### src/rtl/idxred_pkg.sv
package idxred_pkg;
    localparam int SRC_N   = 16;
    localparam int SRC_W   = 16;
    localparam int ACC_W   = 32;
    localparam int DST_N   = 4;
    localparam int GRP_N   = 4;
    localparam int IDX_W   = $clog2(DST_N);
    localparam int SRC_BUS = SRC_N * SRC_W;
    localparam int DST_BUS = DST_N * ACC_W;
    localparam int PER_GRP = SRC_N / GRP_N;

    typedef logic [GRP_N-1:0][ACC_W-1:0] part_vec_t;

    typedef struct packed {
        logic               chain;
        logic [IDX_W-1:0]   idx;
        logic [DST_BUS-1:0] dst;
        part_vec_t          part;
    } stage_t;

    function automatic logic [ACC_W-1:0] widen(input logic [SRC_W-1:0] v);
        return {{(ACC_W-SRC_W){v[SRC_W-1]}}, v};
    endfunction
endpackage

### src/rtl/idxred_tree.sv
module idxred_tree
    import idxred_pkg::*;
(
    input  logic [SRC_BUS-1:0] src,
    output part_vec_t          part
);
    for (genvar g = 0; g < GRP_N; g++) begin : g_grp
        always_comb begin
            part[g] = '0;
            for (int e = 0; e < PER_GRP; e++) begin
                part[g] = part[g] + widen(src[(g*PER_GRP+e)*SRC_W +: SRC_W]);
            end
        end
    end
endmodule

### src/rtl/idxred_merge.sv
module idxred_merge
    import idxred_pkg::*;
(
    input  logic [DST_BUS-1:0] base,
    input  logic [IDX_W-1:0]   idx,
    input  logic [ACC_W-1:0]   total,
    output logic [DST_BUS-1:0] merged
);
    for (genvar k = 0; k < DST_N; k++) begin : g_lane
        logic hit;
        assign hit = (idx == IDX_W'(k));
        assign merged[k*ACC_W +: ACC_W] = hit ? base[k*ACC_W +: ACC_W] + total
                                              : base[k*ACC_W +: ACC_W];
    end
endmodule

### src/rtl/idxred_unit.sv
module idxred_unit
    import idxred_pkg::*;
(
    input  logic               clk,
    input  logic               rst,
    input  logic               in_valid,
    input  logic [SRC_BUS-1:0] src_elems,
    input  logic [DST_BUS-1:0] dst_in,
    input  logic [IDX_W-1:0]   lane_idx,
    input  logic               chain_prev,
    output logic               out_valid,
    output logic [DST_BUS-1:0] dst_out
);
    part_vec_t          part_c;
    stage_t             s1;
    logic               s1_valid;
    logic [ACC_W-1:0]   total_c;
    logic [DST_BUS-1:0] base_c;
    logic [DST_BUS-1:0] merged_c;

    idxred_tree i_tree (.src(src_elems), .part(part_c));

    always_ff @(posedge clk) begin
        if (rst) begin
            s1_valid <= 1'b0;
            s1       <= '0;
        end else begin
            s1_valid <= in_valid;
            if (in_valid) begin
                s1.chain <= chain_prev;
                s1.idx   <= lane_idx;
                s1.dst   <= dst_in;
                s1.part  <= part_c;
            end
        end
    end

    always_comb begin
        total_c = '0;
        for (int g = 0; g < GRP_N; g++) total_c = total_c + s1.part[g];
    end

    assign base_c = s1.chain ? dst_out : s1.dst;

    idxred_merge i_merge (.base(base_c), .idx(s1.idx), .total(total_c), .merged(merged_c));

    always_ff @(posedge clk) begin
        if (rst) begin
            out_valid <= 1'b0;
            dst_out   <= '0;
        end else begin
            out_valid <= s1_valid;
            if (s1_valid) dst_out <= merged_c;
        end
    end

    AST_STAGE_ADVANCE: assert property (@(posedge clk) disable iff (rst)
        in_valid |=> s1_valid);
    AST_OUT_FOLLOWS: assert property (@(posedge clk) disable iff (rst)
        s1_valid |=> out_valid);
    AST_NO_SPURIOUS: assert property (@(posedge clk) disable iff (rst)
        !s1_valid |=> !out_valid);
    AST_HOLD_IDLE: assert property (@(posedge clk) disable iff (rst)
        !s1_valid |=> $stable(dst_out));

    for (genvar k = 0; k < DST_N; k++) begin : g_keep
        AST_KEEP_LANE: assert property (@(posedge clk) disable iff (rst)
            (s1_valid && !s1.chain && s1.idx != IDX_W'(k)) |=>
            dst_out[k*ACC_W +: ACC_W] == $past(s1.dst[k*ACC_W +: ACC_W]));
    end
endmodule

### config.mk
export PLATFORM = sky130hd
export DESIGN_NAME = idxred_unit
export DESIGN_NICKNAME = d
export VERILOG_FILES = /design/src/rtl/idxred_pkg.sv /design/src/rtl/idxred_tree.sv /design/src/rtl/idxred_merge.sv /design/src/rtl/idxred_unit.sv
export SDC_FILE = /design/constraint.sdc
export NUM_CORES = 1
export LEC_CHECK = 0
export BUFFER_PORTS_ARGS = -buffer_cell sky130_fd_sc_hd__buf_2
export CAP_MARGIN = 20
export CORE_ASPECT_RATIO = 0.6
export CORE_MARGIN = 1
export CORE_UTILIZATION = 53
export DETAILED_ROUTE_END_ITERATION = 10
export PLACE_DENSITY = 0.85
export SYNTH_ARGS = -nofsm -noshare
export SYNTH_HDL_FRONTEND = slang
export SYNTH_SLANG_ARGS = --single-unit
### constraint.sdc
create_clock -name clk -period 6.4 [get_ports clk]
set_input_delay 1.28 -clock clk [delete_from_list [all_inputs] [get_ports clk]]
set_output_delay 1.28 -clock clk [all_outputs]
set_load 0.05 [all_outputs]
* Word level (Yosys, flattened, before mapping)
Index checks and enable logic that the tools add are counted.
** Operators by class
- Add/sub/neg operators :: 19
- Equality and inequality tests :: 3
- Mux-type cells :: 5
- Reductions and logical operators :: 1
** Operators by type and width (count)
- $add 32x32->32 :: 15
- $mux 128 :: 1
- $mux 32 :: 4
- $add 16x16->17 :: 4
- $eq 2x2->1 const B :: 2
- $eq 2x1->1 const B :: 1
- $logic_not 2->1 :: 1
** Storage, ports and cells
- Register bits after elaboration :: 389
- Bits of input ports :: 390
- Output and inout port bits :: 129
- Word-level logic and storage cells :: 38

* Logic depth before layout (Yosys ltp)
Gate-level depths: netlist of the first run.
- Depth in word-level cells :: 5
- Mapped depth :: 30
- Mapped depth without buffers :: 30

* Modules after synthesis
Synthesis of the first run repeated with hierarchy kept, for this count alone.
** Second synthesis, totals
- Cell total of the unflattened synthesis :: 3987
- Area total of the unflattened synthesis :: 33662.3 um^2
** Modules (own cells, without submodules)
- idxred_unit :: instances 1, cells each 1849, area an instance 18496.5 um^2, sequential area each 7787.5 um^2
- idxred_merge :: instances 1, cells each 1169, area an instance 7672.4 um^2, sequential area each 0.0 um^2
- idxred_tree :: instances 1, cells each 969, area an instance 7493.4 um^2, sequential area each 0.0 um^2

* Least setup slack after synthesis of the first run
Ideal clock, no wire load.
- Path kind :: flip-flop to flip-flop
- From :: register s1[2] (netlist bit)
- To :: register dst_out[31]
- Library setup time :: 0.132 ns
- Arrival :: 5.959 ns
- Required time :: 6.268 ns
- Setup slack :: 0.309 ns
- Stages on the path, launching flop included :: 29
- Path buffers :: 0
- Clock period less this slack :: 6.091 ns
- Cells stage by stage :: dfxtp_1 inv_1 fa_1 fa_1 inv_1 ha_1 a211oi_1 o21ai_1 o21a_1 a21boi_0 o21a_1 nor2b_1 o21ai_0 nand2b_1 xor2_1 ha_1 a21o_1 a21o_1 a2111oi_0 o22a_1 o31ai_1 a221o_1 a41oi_1 a211oi_1 a31oi_1 xor2_1 nor2_1 a221oi_1 a21oi_1
** On the way
- Word-level cells in the longest chain between the ends :: 5
** Ends and longest elaborated chain
- from (decl) :: line idxred_unit.sv:15 : stage_t s1;
- $add 32x32->32 (3 in series) :: line idxred_unit.sv:40 : for (int g = 0; g < GRP_N; g++) total_c = total_c + s1.part[g];
- $add 32x32->32 :: line idxred_merge.sv:12 : assign merged[k*ACC_W +: ACC_W] = hit ? base[k*ACC_W +: ACC_W] + total
- $mux 32 :: line idxred_merge.sv:12
- to (signal assigned) :: line idxred_unit.sv:53 : if (s1_valid) dst_out <= merged_c;
- to (decl) :: line idxred_unit.sv:12 : output logic [DST_BUS-1:0] dst_out
Every way passes these cells.
A chain may end at the register's enable or synchronous reset.

* Worst setup path after layout of the first run
- From :: register s1[1] (netlist bit)
- To :: register dst_out[94]
The elaborated chain is that of the path after synthesis.

==> summary.md, run 1 <==
| Metric | Value |
|---|---|
| Final Hold Viols | `0` |
| Final min period | `6.19 ns` |
| Outcome | `finished, final reports clean` |
| Max IR drop VDD | `352 µV` |
| Worst hold path startpoint | `s1[22]$_SDFFE_PP0P_` |
| Max Freq | `162 MHz` |
| Later-pin clock latency in the skew report | `0.58 ns` |
| Library cells used by synthesis | `108` |
| Initial Util | `54.1%` |
| Drt first pass iters | `6` |
| Final Skew | `0.0191 ns` |
| Cell taking the most area after synthesis | `dfxtp_1` |
| Yosys warns | `0` |
| Switch Pwr | `12.1 mW` |
| Hold slack | `0.445 ns` |
| Wire per inst | `18.4 µm` |
| Hold depth | `2` |
| Grt total ovfl | `0` |
| ANT nets after route | `0` |
| CP endpoint kind | `flip-flop` |
| Clk network pwr share | `10.4%` |
| Area of the multi-input gates | `0.0231 mm²` |
| Vias per std cell | `5.66` |
| Antenna violations before repair | `7` |
| Layout cell share with drive strength beyond 1 | `21.0%` |
| Final Power | `24.1 mW` |
| Final cell count without fillers | `5,421` |
| First-pass GRT wire length | `158,000 µm` |
| Ys async rst share | `0%` |
| Layout Nets | `5,381` |
| Clk slew on worst S/H paths | `0.07 ns` |
| Most common library cells after synthesis | `inv_1 (551), nor2_1 (440), dfxtp_1 (389)` |
| Max-Slew Margin vs Limit | `24.5%` |
| Register share of total power | `12.5%` |
| Final setup viols | `0` |
| Internal Power | `12.0 mW` |
| Synthesized area | `0.0331 mm²` |
| Vias in the first global route | `29.8k` |
| Largest net degree at the start of global routing | `110` |
| Worst setup path startpoint | `s1[1]$_SDFFE_PP0P_` |
| Max_cap viols | `0` |
| Hpwl dp | `77,900 µm` |
| Synth top area share | `23.5%` |
| FF-to-FF path depth | `27` |
| Die Footprint | `0.0636 mm²` |
| Mapped Cells | `3,994` |
| Layout area overhead | `18.3%` |
| RSZ-0062 raised after global routing | `yes` |
| Cell total after placement | `5,338` |
| Root Buffer | `clkbuf_16` |
| Worst Path Required | `6.86 ns` |
| Most frequent cell after synthesis | `inv_1` |
| # IOs | `519` |
| Final period util | `96.7%` |
| Reg-to-reg slack, setup | `0.21 ns` |
| Routability cong. | `0.932` |
| Finished Cell Area | `0.0392 mm²` |
| Lkg Pwr | `19.4 nW` |
| Post-synthesis sequential area ratio | `23.5%` |
| Syn avg cell area | `8.30 µm²` |
| Die H | `196 µm` |
| DRC Markers | `0` |
| PortBufs | `518` |
| Switching Share | `50.2%` |
| Hold crit path type | `flip-flop to flip-flop` |
| CTS buffer count | `39` |
| Chip width | `325 µm` |
| Setup Crit Path Kind | `flip-flop to flip-flop` |
| GR Util All Layers | `30.7%` |
| Row count | `70` |
| Hold Path Sink | `s1[22]$_SDFFE_PP0P_` |
| Max Root-Sink Buffers | `3` |
| Reg2reg start | `s1[1]$_SDFFE_PP0P_` |
| Top post-synthesis cells by area | `dfxtp_1 (23%), ha_1 (11%), fa_1 (8.6%), inv_1 (6.2%), mux2i_1 (6.0%)` |
| Initial DRC Count | `2,491` |
| Clock tree sinks | `389` |
| Fillcell total | `5,210` |
| Worst r2r dst | `dst_out[94]$_SDFFE_PP0P_` |
| Flip-flop and latch count after synthesis | `389` |
| Pwr dens | `614 mW/mm²` |
| Register area | `0.00780 mm²` |
| Combinational fraction of design power | `77.1%` |
| H-tree depth | `2` |
| Worst-Margin Slew | `1.13 ns` |
| Final Max Slew Viols | `0` |
| DP Area | `0.0373 mm²` |
| Core Box Area | `0.0613 mm²` |
| CTS tree | `built` |
| CP arrival | `6.65 ns` |
| Number of synthesized flops with an enable pin | `0` |
| Synth Flop Type | `dfxtp_1` |
| Vias | `30.7k` |
| CP startpoint kind | `flip-flop` |
| Routed Wire Length | `99,800 µm` |
| Syn nets | `4,815` |
| Max Fanout on Critical Path | `5` |
==> worst max path at each step <==
stage,to,slack (ns)
floorplan,dst_out[31]$_SDFFE_PP0P_,0.31
global placement,dst_out[31]$_SDFFE_PP0P_,-0.02
detailed placement,s1[18]$_SDFFE_PP0P_,-0.25
CTS,dst_out[31]$_SDFFE_PP0P_,-0.03
global route,dst_out[31]$_SDFFE_PP0P_,-0.08
finish,dst_out[94]$_SDFFE_PP0P_,0.21
==> area by class of cell <==
| class | count | share of cell area, % |
|---|---|---|
| flip-flops and latches | 389 | 19.9 |
| multi-input cells | 2897 | 58.9 |
| inverters | 555 | 5.31 |
| clock buffers | 49 | 2.71 |
| diodes | 5 | 0.0319 |
| clock inverters | 20 | 0.747 |
| well taps | 828 | 2.64 |
| repair buffers | 678 | 9.76 |
==> per-stage QoR <==
stage / utilization [%] / setup WS [ns] / setup TNS, ns
finish: 64.0 / 0.213 / 0
global route: 64.0 / -0.0808 / -0.150
CTS: 63.2 / -0.0283 / -0.0283
detailed placement: 60.9 / -0.246 / -2.63
global placement: 60.9 / -0.0220 / -0.0220
floorplan: - / 0.309 / 0
==> cell usage in the layout (no fill, tap or decap), types with 15 or more instances in the layout <==
cell	instances
inv_1	550
buf_2	516
nor2_1	438
dfxtp_1	385
ha_1	284
a21oi_1	260
nand2_1	240
mux2i_1	200
xnor2_1	181
buf_4	159
o21ai_0	150
fa_1	141
mux2_2	106
a21o_1	74
nor3_1	60
xor2_1	55
o21bai_1	51
a311oi_1	51
o21a_1	50
nand3_1	43
a211oi_1	43
clkbuf_16	39
nor2b_1	29
nand2b_1	27
nor4_1	24
or3_1	19
o211ai_1	17
a21boi_0	15
and2_1	15
==> repair_timing <==
item	4_1_cts	5_1_grt
setup buffers	0	9
setup endpoints to repair	5	65
pin swaps	1	58
hold buffers	0	0
gates resized for setup	8	77
==> cell families after synthesis <==
logic type / count (synthesis) / synth area share, %
flip-flops: 389 / 23.5
adder cells (fa/ha/maj): 433 / 19.5
AO/OA/AOI/OAI: 927 / 19.0
XOR/XNOR: 252 / 7.03
buffers and inverters: 708 / 8.12
AND/OR/NAND/NOR: 979 / 13.2
multiplexers: 306 / 9.64
==> state kept, by name, indices dropped and copies added, names as in the netlist <==
register and count:
dst_out 128, out_valid 1, s1 259, s1_valid 1
==> routing by layer <==
metal  track usage, %  share of wire [%]  vias to the layer above
met5                0                  0                        -
met4             6.92                2.1                        0
met3             5.50                7.9                      147
met2             48.2                 44                     1100
met1             43.8                 46                    14647
li1                 -                  -                    14798
==> power by group through the flow <==
| stage | Combinational [mW] | Clock [mW] | Sequential [mW] |
|---|---|---|---|
| 2_1_floorplan | 12.2 | 0 | 3.33 |
| 3_3_place_gp | 17.1 | 0 | 3.05 |
| 3_5_place_dp | 17.4 | 0 | 3.06 |
| 4_1_cts | 17.6 | 2.53 | 3.01 |
| 5_1_grt | 20.3 | 2.63 | 3.06 |
| 6_report | 18.6 | 2.50 | 3.02 |
==> critical path, stage by stage, from the launching register on <==
cell and delay, ns:
dfxtp_1 0.32, inv_1 0.06, fa_1 0.55, fa_1 0.41, inv_1 0.07, ha_2 0.20, inv_1 0.07, fa_2 0.41
nand2b_4 0.16, a21oi_2 0.20, and2b_2 0.27, o21ai_2 0.16, xor2_1 0.15, buf_4 0.14, ha_2 0.30, a21o_1 0.17
a211o_1 0.31, o22ai_2 0.16, a211oi_2 0.09, o311a_1 0.42, o21ai_2 0.20, o21ai_0 0.12, a31oi_1 0.17, buf_4 0.16
o221ai_1 0.15, a31oi_1 0.24, xor2_1 0.11, o32ai_1 0.31
(Power assumes the default switching activity.)
==> inputs of run 2 (changes only) <==
CORE_MARGIN = 2   (was 1)
==> run 2 against run 1 <==
Net effect:
- sequential cell count stayed put
- final cell count hardly changed
- non-clock buffer count is 2 lower
- sequential share of layout area is 0.083 points higher
- global-route usage is 0.44 points lower
- die area is 1.6% higher
- highest routed layer is now met5
- setup slack worse by 0.10 ns
- worst hold slack hardly changed
- count of clock-buffer cells in the layout is 4 higher
- utilization is 0.36 points lower
- clock power is 2% lower
==> summary.md, run 2 (synthesis results as in run 1) <==
| Metric | Value |
|---|---|
| Outcome | `finished, final reports clean (unchanged)` |
| FF-to-FF path depth | `30 (was 27)` |
| CTS Hold Buffers Added | `0 (unchanged)` |
| Max reg flops | `259 (unchanged)` |
| Row count | `70 (unchanged)` |
| CP arrival | `6.70 ns (was 6.65 ns)` |
| Layout area overhead | `17.9% (was 18.3%)` |
| Layout Nets | `5,378 (was 5,381)` |
| Hold Path Sink | `s1[20]$_SDFFE_PP0P_ (was s1[22]$_SDFFE_PP0P_)` |
| Final period util | `98.3% (was 96.7%)` |
| Max Fanout on Critical Path | `3 (was 5)` |
| Max-Slew Margin vs Limit | `25.8% (was 24.5%)` |
| Worst-Margin Slew | `1.11 ns (was 1.13 ns)` |
| Vias in the first global route | `29.6k (was 29.8k)` |
| GR Util All Layers | `30.3% (was 30.7%)` |
| Layout cell share with drive strength beyond 1 | `20.6% (was 21.0%)` |
| Worst r2r dst | `dst_out[31]$_SDFFE_PP0P_ (was dst_out[94]$_SDFFE_PP0P_)` |
| Max Root-Sink Buffers | `3 (unchanged)` |
| DRC Markers | `0 (unchanged)` |
| Later-pin clock latency in the skew report | `0.57 ns (was 0.58 ns)` |
| Worst Path Required | `6.81 ns (was 6.86 ns)` |
| Slowest cell on crit path | `fa_1 (unchanged)` |
| Die H | `198 µm (was 196 µm)` |
| Final Max Slew Viols | `0 (unchanged)` |
| Root Buffer | `clkbuf_16 (unchanged)` |
| First-pass GRT wire length | `158,000 µm (about the same)` |
| Final min period | `6.29 ns (was 6.19 ns)` |
| DP Area | `0.0373 mm² (about the same)` |
| Final Power | `23.9 mW (was 24.1 mW)` |
| Grt total ovfl | `0 (unchanged)` |
| # IOs | `519 (unchanged)` |
| CP startpoint kind | `flip-flop (unchanged)` |
| Hpwl dp | `78,200 µm (was 77,900 µm)` |
| Vias | `30.7k (about the same)` |
| Final setup viols | `0 (unchanged)` |
| Max IR drop VDD | `389 µV (was 352 µV)` |
| CP endpoint kind | `flip-flop (unchanged)` |
| CTS tree | `built (unchanged)` |
| Most flops, register | `s1 (unchanged)` |
| Largest net degree at the start of global routing | `123 (was 110)` |
| Final Skew | `0.0390 ns (was 0.0191 ns)` |
| Initial DRC Count | `2,503 (was 2,491)` |
| Drt first pass iters | `6 (unchanged)` |
| Cell total after placement | `5,339 (was 5,338)` |
| Reg-to-reg slack, setup | `0.11 ns (was 0.21 ns)` |
| Slowest stage delay, CP | `0.58 ns (was 0.55 ns)` |
| Clk slew on worst S/H paths | `0.07 ns (about the same)` |
| Core Box Area | `0.0614 mm² (was 0.0613 mm²)` |
| H-tree depth | `2 (unchanged)` |
| Antenna violations before repair | `9 (was 7)` |
| CTS buffer count | `38 (was 39)` |
| Worst hold path startpoint | `s1[20]$_SDFFE_PP0P_ (was s1[22]$_SDFFE_PP0P_)` |
| Final cell count without fillers | `5,416 (was 5,421)` |
| Hold crit path type | `flip-flop to flip-flop (unchanged)` |
| Vias per std cell | `5.66 (about the same)` |
| Clock tree sinks | `389 (unchanged)` |
| RSZ-0062 raised after global routing | `yes (unchanged)` |
| Hold depth | `2 (unchanged)` |
| Most frequent cells in the layout | `inv_1 (550), buf_2 (516), nor2_1 (439), dfxtp_1 (385), ha_1 (286) (was inv_1 (550), buf_2 (516), nor2_1 (438), dfxtp_1 (385), ha_1 (284))` |
| Max Freq | `159 MHz (was 162 MHz)` |
| Reg2reg start | `s1[66]$_SDFFE_PP0P_ (was s1[1]$_SDFFE_PP0P_)` |
| Wire per inst | `18.5 µm (was 18.4 µm)` |
| Biggest regs | `s1 x259, dst_out x128 (unchanged)` |
| Chip width | `327 µm (was 325 µm)` |
| Lkg Pwr | `19.3 nW (was 19.4 nW)` |
| Pwr dens | `613 mW/mm² (was 614 mW/mm²)` |
| Final Hold Viols | `0 (unchanged)` |
| Finished Cell Area | `0.0391 mm² (was 0.0392 mm²)` |
| PortBufs | `518 (unchanged)` |
| Initial Util | `54.0% (was 54.1%)` |
| ANT nets after route | `0 (unchanged)` |
| Routed Wire Length | `100,000 µm (was 99,800 µm)` |
| Commonest non-fill, non-tap cell in the layout | `inv_1 (unchanged)` |
| Max_cap viols | `0 (unchanged)` |
| Die Footprint | `0.0646 mm² (was 0.0636 mm²)` |
| Routability cong. | `0.930 (was 0.932)` |
| Setup Crit Path Kind | `flip-flop to flip-flop (unchanged)` |
run 2: critical path, delay by kind of cell, from the launching register on:
family | cells | cell delay [ns]
simple gates | 5 | 0.41
compound gates | 15 | 2.93
xor+xnor | 2 | 0.42
flops | 1 | 0.33
fa+ha+maj | 4 | 1.61
buf+inv | 4 | 0.44
run 2: routing by layer:
layer | up-vias | wire, µm | GRT usage, %
li1 | 14818 | - | -
met4 | 6 | 2670 | 7.78
met5 | - | 94 | 0.750
met3 | 156 | 8320 | 5.89
met1 | 14583 | 46000 | 42.8
met2 | 1095 | 43300 | 47.2
run 2: stage by stage:
step	utilization, %	hold slack, ns	setup TNS [ns]	worst slack, ns
6_report	63.6	0.445	0	0.111
5_1_grt	63.6	0.480	-0.625	-0.181
3_5_place_dp	60.8	0.435	-2.67	-0.215
2_1_floorplan	-	0.422	0	0.309
3_3_place_gp	60.8	0.432	-0.0419	-0.0254
4_1_cts	63.1	0.445	0	0.0397
run 2: worst max-delay path by stage:
stage / start / slack (ns) / endpoint
3_3_place_gp: s1[2]$_SDFFE_PP0P_ / -0.03 / dst_out[31]$_SDFFE_PP0P_
6_report: s1[66]$_SDFFE_PP0P_ / 0.11 / dst_out[31]$_SDFFE_PP0P_
5_1_grt: s1[66]$_SDFFE_PP0P_ / -0.18 / dst_out[31]$_SDFFE_PP0P_
3_5_place_dp: src_elems[0] / -0.22 / s1[18]$_SDFFE_PP0P_
4_1_cts: s1[1]$_SDFFE_PP0P_ / 0.04 / dst_out[87]$_SDFFE_PP0P_
2_1_floorplan: s1[2]$_SDFFE_PP0P_ / 0.31 / dst_out[31]$_SDFFE_PP0P_
run 2: power by group:
part	switching, mW	internal (mW)
clock network	1.06	1.38
registers	0.235	2.78
logic	10.7	7.80
run 2: final cells by class:
class | count | area [µm²]
Clock inverter | 16 | 188
Inverter | 555 | 2080
Clock buffer | 53 | 1140
Fill cell | 5150 | 22300
Antenna cell | 2 | 5.00
Timing Repair Buffer | 676 | 3810
Tap cell | 828 | 1040
Multi-Input combinational cell | 2897 | 23000
Sequential cell | 389 | 7800
run 2: timing repair:
| item | CTS | global route |
|---|---|---|
| setup endpoints to repair | 5 | 51 |
| buffers inserted | 0 | 6 |
| resized for setup | 11 | 53 |
| pin swaps | 1 | 42 |
